$ cat config.mk
export PLATFORM = sky130hd
export DESIGN_NAME = ldst_addr_unit
export DESIGN_NICKNAME = d
export VERILOG_FILES = /design/src/rtl/ldst_pkg.sv /design/src/rtl/ldst_ea_calc.sv /design/src/rtl/ldst_access_check.sv /design/src/rtl/ldst_seq.sv /design/src/rtl/ldst_addr_unit.sv
export SDC_FILE = /design/constraint.sdc
export NUM_CORES = 1
export LEC_CHECK = 0
export ABC_CLOCK_PERIOD_IN_PS = 10450
export BUFFER_PORTS_ARGS = -buffer_cell sky130_fd_sc_hd__buf_2
export CORE_ASPECT_RATIO = 1.4
export CORE_UTILIZATION = 55
export CTS_CLUSTER_SIZE = 24
export DETAILED_ROUTE_END_ITERATION = 12
export PLACE_DENSITY = 0.95
export SLEW_MARGIN = 30
export SYNTH_ARGS = -nofsm -noshare
export SYNTH_HDL_FRONTEND = slang
export SYNTH_HIERARCHICAL = 1
export SYNTH_SLANG_ARGS = --single-unit
export TNS_END_PERCENT = 1
$ cat constraint.sdc
create_clock -name clk -period 10.45 [get_ports clk]
set_input_delay 1.5675 -clock clk [delete_from_list [all_inputs] [get_ports clk]]
set_output_delay 1.5675 -clock clk [all_outputs]
set_load 0.1 [all_outputs]
$ cat src/rtl/ldst_pkg.sv
// Package: shared widths, mode codes and sequencer states for the
// load/store address unit. Assumes byte addressing of 32-bit words.
package ldst_pkg;
    localparam int ADDR_W = 32;
    localparam int DATA_W = 32;

    typedef enum logic [1:0] {
        MODE_OFFSET = 2'd0,
        MODE_PRE    = 2'd1,
        MODE_POST   = 2'd2,
        MODE_RSVD   = 2'd3
    } idx_mode_e;

    typedef enum logic [1:0] {
        ST_IDLE  = 2'd0,
        ST_ISSUE = 2'd1,
        ST_WAIT  = 2'd2
    } seq_state_e;
endpackage

$ cat src/rtl/ldst_ea_calc.sv
// Effective address calculator. Picks the offset source, forms base+offset
// and chooses the access address and writeback request from the mode.
// Purely combinational; the sum wraps modulo 2**AW.
module ldst_ea_calc
    import ldst_pkg::*;
#(
    parameter int AW    = 32,
    parameter int IMM_W = 12
) (
    input  logic [AW-1:0]    base,
    input  logic             use_index,
    input  logic [IMM_W-1:0] imm,
    input  logic [AW-1:0]    index,
    input  logic [1:0]       mode,
    output logic [AW-1:0]    acc_addr,
    output logic [AW-1:0]    wb_value,
    output logic             wb_req
);
    localparam int PAD_W = AW - IMM_W;

    logic [AW-1:0] offset;
    logic [AW-1:0] sum;

    // Offset source select and address sum.
    always_comb begin
        offset = use_index ? index : {{PAD_W{1'b0}}, imm};
        sum    = base + offset;
    end

    // Mode decode: which address is accessed and whether the base moves.
    always_comb begin
        wb_value = sum;
        unique case (idx_mode_e'(mode))
            MODE_PRE: begin
                acc_addr = sum;
                wb_req   = 1'b1;
            end
            MODE_POST: begin
                acc_addr = base;
                wb_req   = 1'b1;
            end
            default: begin
                acc_addr = sum;
                wb_req   = 1'b0;
            end
        endcase
    end
endmodule

$ cat src/rtl/ldst_access_check.sv
// Access legality check: word alignment and, when CHECK_WINDOW is set,
// membership in the RAM window [WIN_BASE, WIN_BASE+WIN_BYTES).
// Assumes WIN_BASE+WIN_BYTES does not wrap past 2**AW.
module ldst_access_check #(
    parameter int          AW           = 32,
    parameter int          ALIGN_BITS   = 2,
    parameter bit          CHECK_WINDOW = 1'b1,
    parameter logic [31:0] WIN_BASE     = 32'h4000_0000,
    parameter logic [31:0] WIN_BYTES    = 32'h0001_0000
) (
    input  logic [AW-1:0] addr,
    output logic          fault
);
    logic misaligned;
    logic outside;

    // Any low address bit set means the word is not on its boundary.
    always_comb misaligned = |addr[ALIGN_BITS-1:0];

    generate
        if (CHECK_WINDOW) begin : g_window
            logic [AW-1:0] rel;
            // Window test via distance from the window start.
            always_comb begin
                rel     = addr - AW'(WIN_BASE);
                outside = (addr < AW'(WIN_BASE)) || (rel >= AW'(WIN_BYTES));
            end
        end else begin : g_nowindow
            // Window check disabled: every aligned address is legal.
            always_comb outside = 1'b0;
        end
    endgenerate

    // Combined fault.
    always_comb fault = misaligned | outside;
endmodule

$ cat src/rtl/ldst_seq.sv
// Request sequencer: latches an accepted request, issues one memory request
// unless the request faulted, waits for the one-cycle response and reports
// completion, load data and base writeback together.
// Assumes the memory returns exactly one rvalid per request.
module ldst_seq
    import ldst_pkg::*;
#(
    parameter int          AW        = 32,
    parameter int          DW        = 32,
    parameter logic [31:0] WIN_BASE  = 32'h4000_0000,
    parameter logic [31:0] WIN_BYTES = 32'h0001_0000
) (
    input  logic          clk,
    input  logic          rst_n,
    input  logic          op_valid,
    output logic          op_ready,
    input  logic          op_store,
    input  logic [AW-1:0] acc_addr,
    input  logic [AW-1:0] wb_value,
    input  logic          wb_req,
    input  logic          chk_fault,
    input  logic [DW-1:0] op_wdata,
    output logic          mem_req,
    output logic          mem_we,
    output logic [AW-1:0] mem_addr,
    output logic [DW-1:0] mem_wdata,
    input  logic          mem_rvalid,
    input  logic [DW-1:0] mem_rdata,
    output logic          done,
    output logic          fault,
    output logic [DW-1:0] ld_data,
    output logic          base_wb_en,
    output logic [AW-1:0] base_wb_value
);
    seq_state_e    state;
    logic [AW-1:0] addr_q;
    logic [AW-1:0] wbv_q;
    logic [DW-1:0] wdata_q;
    logic          wbreq_q;
    logic          store_q;
    logic          fault_q;

    // Handshake and memory port outputs from the held request.
    always_comb begin
        op_ready  = (state == ST_IDLE);
        mem_req   = (state == ST_ISSUE) && !fault_q;
        mem_we    = store_q;
        mem_addr  = addr_q;
        mem_wdata = wdata_q;
    end

    // Sequencer state and request latch.
    always_ff @(posedge clk) begin
        if (!rst_n) begin
            state   <= ST_IDLE;
            addr_q  <= '0;
            wbv_q   <= '0;
            wdata_q <= '0;
            wbreq_q <= 1'b0;
            store_q <= 1'b0;
            fault_q <= 1'b0;
        end else begin
            unique case (state)
                ST_IDLE: if (op_valid) begin
                    state   <= ST_ISSUE;
                    addr_q  <= acc_addr;
                    wbv_q   <= wb_value;
                    wdata_q <= op_wdata;
                    wbreq_q <= wb_req;
                    store_q <= op_store;
                    fault_q <= chk_fault;
                end
                ST_ISSUE: state <= fault_q ? ST_IDLE : ST_WAIT;
                ST_WAIT:  if (mem_rvalid) state <= ST_IDLE;
                default:  state <= ST_IDLE;
            endcase
        end
    end

    // Completion report: done pulse, fault, load data and writeback.
    always_ff @(posedge clk) begin
        if (!rst_n) begin
            done          <= 1'b0;
            fault         <= 1'b0;
            ld_data       <= '0;
            base_wb_en    <= 1'b0;
            base_wb_value <= '0;
        end else begin
            done       <= 1'b0;
            fault      <= 1'b0;
            base_wb_en <= 1'b0;
            if (state == ST_ISSUE && fault_q) begin
                done    <= 1'b1;
                fault   <= 1'b1;
                ld_data <= '0;
            end else if (state == ST_WAIT && mem_rvalid) begin
                done          <= 1'b1;
                ld_data       <= store_q ? '0 : mem_rdata;
                base_wb_en    <= wbreq_q;
                base_wb_value <= wbv_q;
            end
        end
    end

    AST_REQ_ALIGNED: assert property (@(posedge clk) disable iff (!rst_n)
        mem_req |-> (mem_addr[1:0] == 2'b00));
    AST_REQ_IN_WINDOW: assert property (@(posedge clk) disable iff (!rst_n)
        mem_req |-> (mem_addr >= AW'(WIN_BASE) && mem_addr - AW'(WIN_BASE) < AW'(WIN_BYTES)));
    AST_FAULT_NO_WB: assert property (@(posedge clk) disable iff (!rst_n)
        fault |-> !base_wb_en);
    AST_REQ_SINGLE: assert property (@(posedge clk) disable iff (!rst_n)
        mem_req |=> !mem_req);
    AST_DONE_PULSE: assert property (@(posedge clk) disable iff (!rst_n)
        done |=> !done);
    AST_WB_WITH_DONE: assert property (@(posedge clk) disable iff (!rst_n)
        base_wb_en |-> done);
    AST_BUSY_DURING_REQ: assert property (@(posedge clk) disable iff (!rst_n)
        mem_req |-> !op_ready);
endmodule

$ cat src/rtl/ldst_addr_unit.sv
// Top: indexed word load/store address unit. Connects the address
// calculator, the legality check and the request sequencer.
// Assumes op_valid is raised only while op_ready is high.
module ldst_addr_unit
    import ldst_pkg::*;
#(
    parameter int          AW        = ADDR_W,
    parameter int          DW        = DATA_W,
    parameter int          IMM_W     = 12,
    parameter logic [31:0] WIN_BASE  = 32'h4000_0000,
    parameter logic [31:0] WIN_BYTES = 32'h0001_0000
) (
    input  logic             clk,
    input  logic             rst_n,
    input  logic             op_valid,
    output logic             op_ready,
    input  logic             op_store,
    input  logic [1:0]       op_mode,
    input  logic             op_use_index,
    input  logic [IMM_W-1:0] op_imm,
    input  logic [AW-1:0]    op_index,
    input  logic [AW-1:0]    op_base,
    input  logic [DW-1:0]    op_wdata,
    output logic             mem_req,
    output logic             mem_we,
    output logic [AW-1:0]    mem_addr,
    output logic [DW-1:0]    mem_wdata,
    input  logic             mem_rvalid,
    input  logic [DW-1:0]    mem_rdata,
    output logic             done,
    output logic             fault,
    output logic [DW-1:0]    ld_data,
    output logic             base_wb_en,
    output logic [AW-1:0]    base_wb_value
);
    localparam int ALIGN_BITS = $clog2(DW / 8);

    logic [AW-1:0] acc_addr;
    logic [AW-1:0] wb_value;
    logic          wb_req;
    logic          chk_fault;

    ldst_ea_calc #(.AW(AW), .IMM_W(IMM_W)) u_ea (
        .base      (op_base),
        .use_index (op_use_index),
        .imm       (op_imm),
        .index     (op_index),
        .mode      (op_mode),
        .acc_addr  (acc_addr),
        .wb_value  (wb_value),
        .wb_req    (wb_req)
    );

    ldst_access_check #(
        .AW(AW), .ALIGN_BITS(ALIGN_BITS), .CHECK_WINDOW(1'b1),
        .WIN_BASE(WIN_BASE), .WIN_BYTES(WIN_BYTES)
    ) u_chk (
        .addr  (acc_addr),
        .fault (chk_fault)
    );

    ldst_seq #(.AW(AW), .DW(DW), .WIN_BASE(WIN_BASE), .WIN_BYTES(WIN_BYTES)) u_seq (
        .clk           (clk),
        .rst_n         (rst_n),
        .op_valid      (op_valid),
        .op_ready      (op_ready),
        .op_store      (op_store),
        .acc_addr      (acc_addr),
        .wb_value      (wb_value),
        .wb_req        (wb_req),
        .chk_fault     (chk_fault),
        .op_wdata      (op_wdata),
        .mem_req       (mem_req),
        .mem_we        (mem_we),
        .mem_addr      (mem_addr),
        .mem_wdata     (mem_wdata),
        .mem_rvalid    (mem_rvalid),
        .mem_rdata     (mem_rdata),
        .done          (done),
        .fault         (fault),
        .ld_data       (ld_data),
        .base_wb_en    (base_wb_en),
        .base_wb_value (base_wb_value)
    );
endmodule

==> parameters.txt <==
Parameter                              Value

Status
  Run status ... complete, no violations

Synth
  Most instantiated flip-flop cell in the synthesis netlist ... sky130_fd_sc_hd__dfxtp_1
  Proportion of synthesized area in mux cells ... 4.03%
  Fraction of registers with async set/reset ... 0%
  #FFs+latches synth ... 168
  Largest family of logic cells by synthesized area ... simple AND/OR/NAND/NOR gates
  Area share of xor/xnor cells in the synthesized design ... 3.11%
  Main area contributors after synthesis ... sky130_fd_sc_hd__dfxtp_1 (40%), sky130_fd_sc_hd__nand2_1 (16%), sky130_fd_sc_hd__a21oi_1 (11%)
  Arithmetic-cell share of the synthesized area counting full adders, half adders and majority gates ... 4.98%
  Area fraction in compound gates after synthesis ... about 17%
  Synthesized netlist net count ... ~1300
  Post-synthesis average cell area ... between 7 and 8 sq um
  Post-synth EDFFs ... 0
  Synth warn ... 6
  Area leader, netlist ... sky130_fd_sc_hd__dfxtp_1
  Area fraction of the dominant cell type after synthesis ... 39.8%
  Post-synth cell types ... 62
  Combined area of all synthesized cells ... 8450 sq um
  Number of instances in the synthesized netlist ... 1093
  Post-synthesis share of cell area spent on and, or, nand and nor gates ... between 20 and 30%
  Sequential cell area fraction in the yosys report ... 39.8%

Global routing
  Antenna violations before repair ... 1
  Global-route wire length before repair ... 37900 um
  Maximum number of pins on one net before global-route repair ... 106
  Via count of the first global-routing pass ... 8152
  Total congestion overflow after global routing ... 0
  Total track usage ... 30.2%

Clock network
  Post-cts hold buffer count ... 0
  Clock latency on the worst-skew pair ... 0.43 ns
  Level count of the clock H-tree ... 4
  Number of buffers created by CTS ... 17
  Clock Pin Slew Worst Setup and Hold Paths ... 0.07 ns
  Post-CTS setup buffer count ... 0
  Buffer levels on the longest clock path ... 2
  Root buffer cell ... sky130_fd_sc_hd__clkbuf_16
  Post-cts resize count ... 0
  CTS sink count ... 168
  CTS tree ... built

Finish
  Sequential cell area ... 3360 sq um
  Highest-count cells in the layout ignoring fill and taps ... sky130_fd_sc_hd__nand2_1 (356), sky130_fd_sc_hd__buf_2 (281), sky130_fd_sc_hd__a21oi_1 (187)
  Post-route design area ... 10400 sq um
  Post-Route Utilization ... 69.1%
  Multi-input logic area ... about 4600 sq um
  Share of final-layout standard cells stronger than drive strength 1 ... between 20% and 30%
  Final net count ... 1510
  Final non-filler cell total ... 1535
  Area Growth Syn to Fin ... 22.6%
  Most common cell after layout, fill and taps aside ... sky130_fd_sc_hd__nand2_1
  Final-layout fill cell count ... 1238

Drt
  Post-route ant nets ... 0
  Average wire per standard cell ... 16.1 um
  Count of unresolved DRC violations after routing ... 0
  1st-iter DRT viols ... 632
  Vias per std cell ... approximately 5.5
  Number of iterations in the first detailed-routing pass ... 6
  Number of vias after detailed routing ... around 8500
  Final wirelength ... 24600 um

Place
  Standard cell area after detailed placement ... 9780 sq um
  Worst slack at placement ... 4.42 ns
  Buffers on Ports ... 281
  Number of placed instances, taps included ... ~1500
  Dpl hpwl ... 18000 um
  Routability cong. ... around 0.95

Floorplan
  Row count ... 53
  Initial Util ... 56.4%
  Die width ... 107 um
  Die area ... approximately 16000 sq um
  Core outline area ... 15000 sq um
  # IOs ... 282
  Die Y-Extent ... 149 um

Critical path
  Critical path required time ... 10.72 ns
  Category of the worst setup path capture point ... flip-flop
  Startpoint of the worst register-to-register path ... u_seq/state[0]
  Crit path launch type ... input port
  Worst Path Class, Setup ... input port to flip-flop
  Data arrival, critical path ... roughly 6.0 ns
  Worst R2R Setup Slack ... 8.36 ns
  R2r worst-path depth ... 4
  RR Endpoint ... u_seq/base_wb_value[27]
  Worst-path fanout max ... 33

STA
  Setup repair after global routing missed its margin ... false
  Final number of max-transition violations ... 0
  Post-route fraction of the period consumed by the critical path ... 54.6%
  Crit path setup slack, layout ... 4.75 ns
  Worst slew margin ... between 30% and 40%
  Worst Max-Slew Pin Slew ... 0.918 ns
  Highest achievable clock rate ... 175 MHz
  Shortest clock period the worst path allows after layout ... 5.70 ns
  Hold violation total from the final report ... 0
  Worst hold slack ... 0.447 ns
  Total negative setup slack ... 0 ns
  Final count of negative-setup-slack endpoints ... 0
  Max Clock Skew ... 0.0101 ns

Hold path
  Type of the most critical hold path ... flip-flop to flip-flop
  Worst hold start ... u_seq/wbv_q[4]
  Worst hold stages ... 2
  Hold EP ... u_seq/base_wb_value[4]

Power
  Share of power burned in the clock network ... 33.8%
  Sequential cell fraction of total power ... 38.4%
  Pwr Density ... roughly 180 nW/um^2
  Switching Fraction ... 35.7%
  Total Power Consumption ... 1.82 mW
  Leakage power of the design ... 4.71 nW
  Largest vdd supply drop ... approximately 0.12 mV
  Cell-internal power ... approximately 1.2 mW
  Switching power of the nets ... 649 uW
  Logic pwr share ... 27.7%

Flow run
  Number of max-cap violations ... 0
==> worst max-delay path, cell delays in order <==
cell and delay [ns]:
sky130_fd_sc_hd__buf_2 0.51, sky130_fd_sc_hd__mux2_2 0.42, sky130_fd_sc_hd__ha_1 0.21, sky130_fd_sc_hd__fa_1 0.41, sky130_fd_sc_hd__a21o_1 0.22, sky130_fd_sc_hd__a221oi_2 0.35
sky130_fd_sc_hd__o211ai_2 0.18, sky130_fd_sc_hd__a41o_1 0.31, sky130_fd_sc_hd__a311oi_2 0.31, sky130_fd_sc_hd__o21ai_1 0.13, sky130_fd_sc_hd__xor2_1 0.19, sky130_fd_sc_hd__mux2_4 0.29
sky130_fd_sc_hd__or4b_1 0.48, sky130_fd_sc_hd__nor3_2 0.12, sky130_fd_sc_hd__nand4_1 0.09, sky130_fd_sc_hd__nand2_1 0.09, sky130_fd_sc_hd__a21oi_1 0.07
==> state kept, by name (all words and copies together) (netlist names), 2 cells and up <==
signal and cells:
u_seq/base_wb_value 32, u_seq/ld_data 32, u_seq/mem_addr 32, u_seq/mem_wdata 32, u_seq/wbv_q 32, u_seq/state 2
==> synthesized netlist by cell type, types with 2 or more instances <==
| master | instances |
|---|---|
| sky130_fd_sc_hd__nand3_1 | 4 |
| sky130_fd_sc_hd__inv_2 | 2 |
| sky130_fd_sc_hd__nor3_1 | 5 |
| sky130_fd_sc_hd__o31ai_1 | 3 |
| sky130_fd_sc_hd__and2_1 | 20 |
| sky130_fd_sc_hd__o21bai_1 | 5 |
| sky130_fd_sc_hd__inv_1 | 12 |
| sky130_fd_sc_hd__buf_1 | 2 |
| sky130_fd_sc_hd__nor2b_1 | 4 |
| sky130_fd_sc_hd__a21o_1 | 11 |
| sky130_fd_sc_hd__buf_6 | 12 |
| sky130_fd_sc_hd__xnor2_1 | 18 |
| sky130_fd_sc_hd__o21ai_0 | 14 |
| sky130_fd_sc_hd__dfxtp_1 | 168 |
| sky130_fd_sc_hd__nor4_1 | 4 |
| sky130_fd_sc_hd__a311oi_1 | 3 |
| sky130_fd_sc_hd__xor2_1 | 12 |
| sky130_fd_sc_hd__nor2_1 | 31 |
| sky130_fd_sc_hd__nand2b_1 | 4 |
| sky130_fd_sc_hd__buf_4 | 4 |
| sky130_fd_sc_hd__a211oi_1 | 3 |
| sky130_fd_sc_hd__nand3b_1 | 34 |
| sky130_fd_sc_hd__ha_1 | 32 |
| sky130_fd_sc_hd__nand4_1 | 6 |
| sky130_fd_sc_hd__nand2_1 | 357 |
| sky130_fd_sc_hd__a221oi_1 | 2 |
| sky130_fd_sc_hd__a31oi_1 | 5 |
| sky130_fd_sc_hd__a21boi_0 | 2 |
| sky130_fd_sc_hd__o21a_1 | 3 |
| sky130_fd_sc_hd__a21oi_1 | 187 |
| sky130_fd_sc_hd__clkbuf_1 | 29 |
| sky130_fd_sc_hd__and3_1 | 6 |
| sky130_fd_sc_hd__or2_2 | 5 |
| sky130_fd_sc_hd__mux2_2 | 28 |
| sky130_fd_sc_hd__a41oi_1 | 2 |
| sky130_fd_sc_hd__buf_2 | 23 |
| sky130_fd_sc_hd__o211ai_1 | 2 |
| sky130_fd_sc_hd__nor3b_1 | 5 |
==> cell families (layout without fill, tap and decap cells) <==
logic type / after synthesis / after routing
adder cells (fa/ha/maj): 33 / 33
flip-flops: 168 / 168
buffers and inverters: 85 / 334
other: 0 / 1
XOR/XNOR: 30 / 30
AND/OR/NAND/NOR: 492 / 492
multiplexers: 30 / 30
AO/OA/AOI/OAI: 255 / 255
==> metal layers <==
metal	track usage (%)	share of wire [%]	vias up
li1	-	-	4159
met2	53.4	51	393
met1	32.1	37	3855
met4	20.3	5.9	0
met3	6.18	6.3	103
met5	0	0	-
==> area by class of cell <==
cell class / instances / area share, %
clock inverter: 11 / 1.09
tap: 192 / 2.32
sequential: 168 / 32.5
inverter: 14 / 0.531
timing repair buffer: 288 / 14.2
multi-input combinational: 840 / 44.8
clock buffer: 21 / 4.54
antenna: 1 / 0.0241
==> power groups by stage <==
stage               clock network [mW]  registers (mW)  logic [mW]
CTS                              0.623           0.698       0.499
floorplan                            0           0.876       0.227
finish                           0.615           0.698       0.504
global route                     0.651           0.703       0.536
detailed placement                   0           0.712       0.496
global placement                     0           0.711       0.489
==> worst max-delay path by stage <==
stage,cells past startpoint,startpoint,end,slack (ns)
floorplan,17,op_use_index,u_seq/fault_q,5.13
global placement,17,op_use_index,u_seq/fault_q,4.52
detailed placement,17,op_use_index,u_seq/fault_q,4.42
CTS,17,op_use_index,u_seq/fault_q,4.81
global route,17,op_use_index,u_seq/fault_q,4.49
finish,17,op_use_index,u_seq/fault_q,4.75
Power figures use the tool's default switching activity.
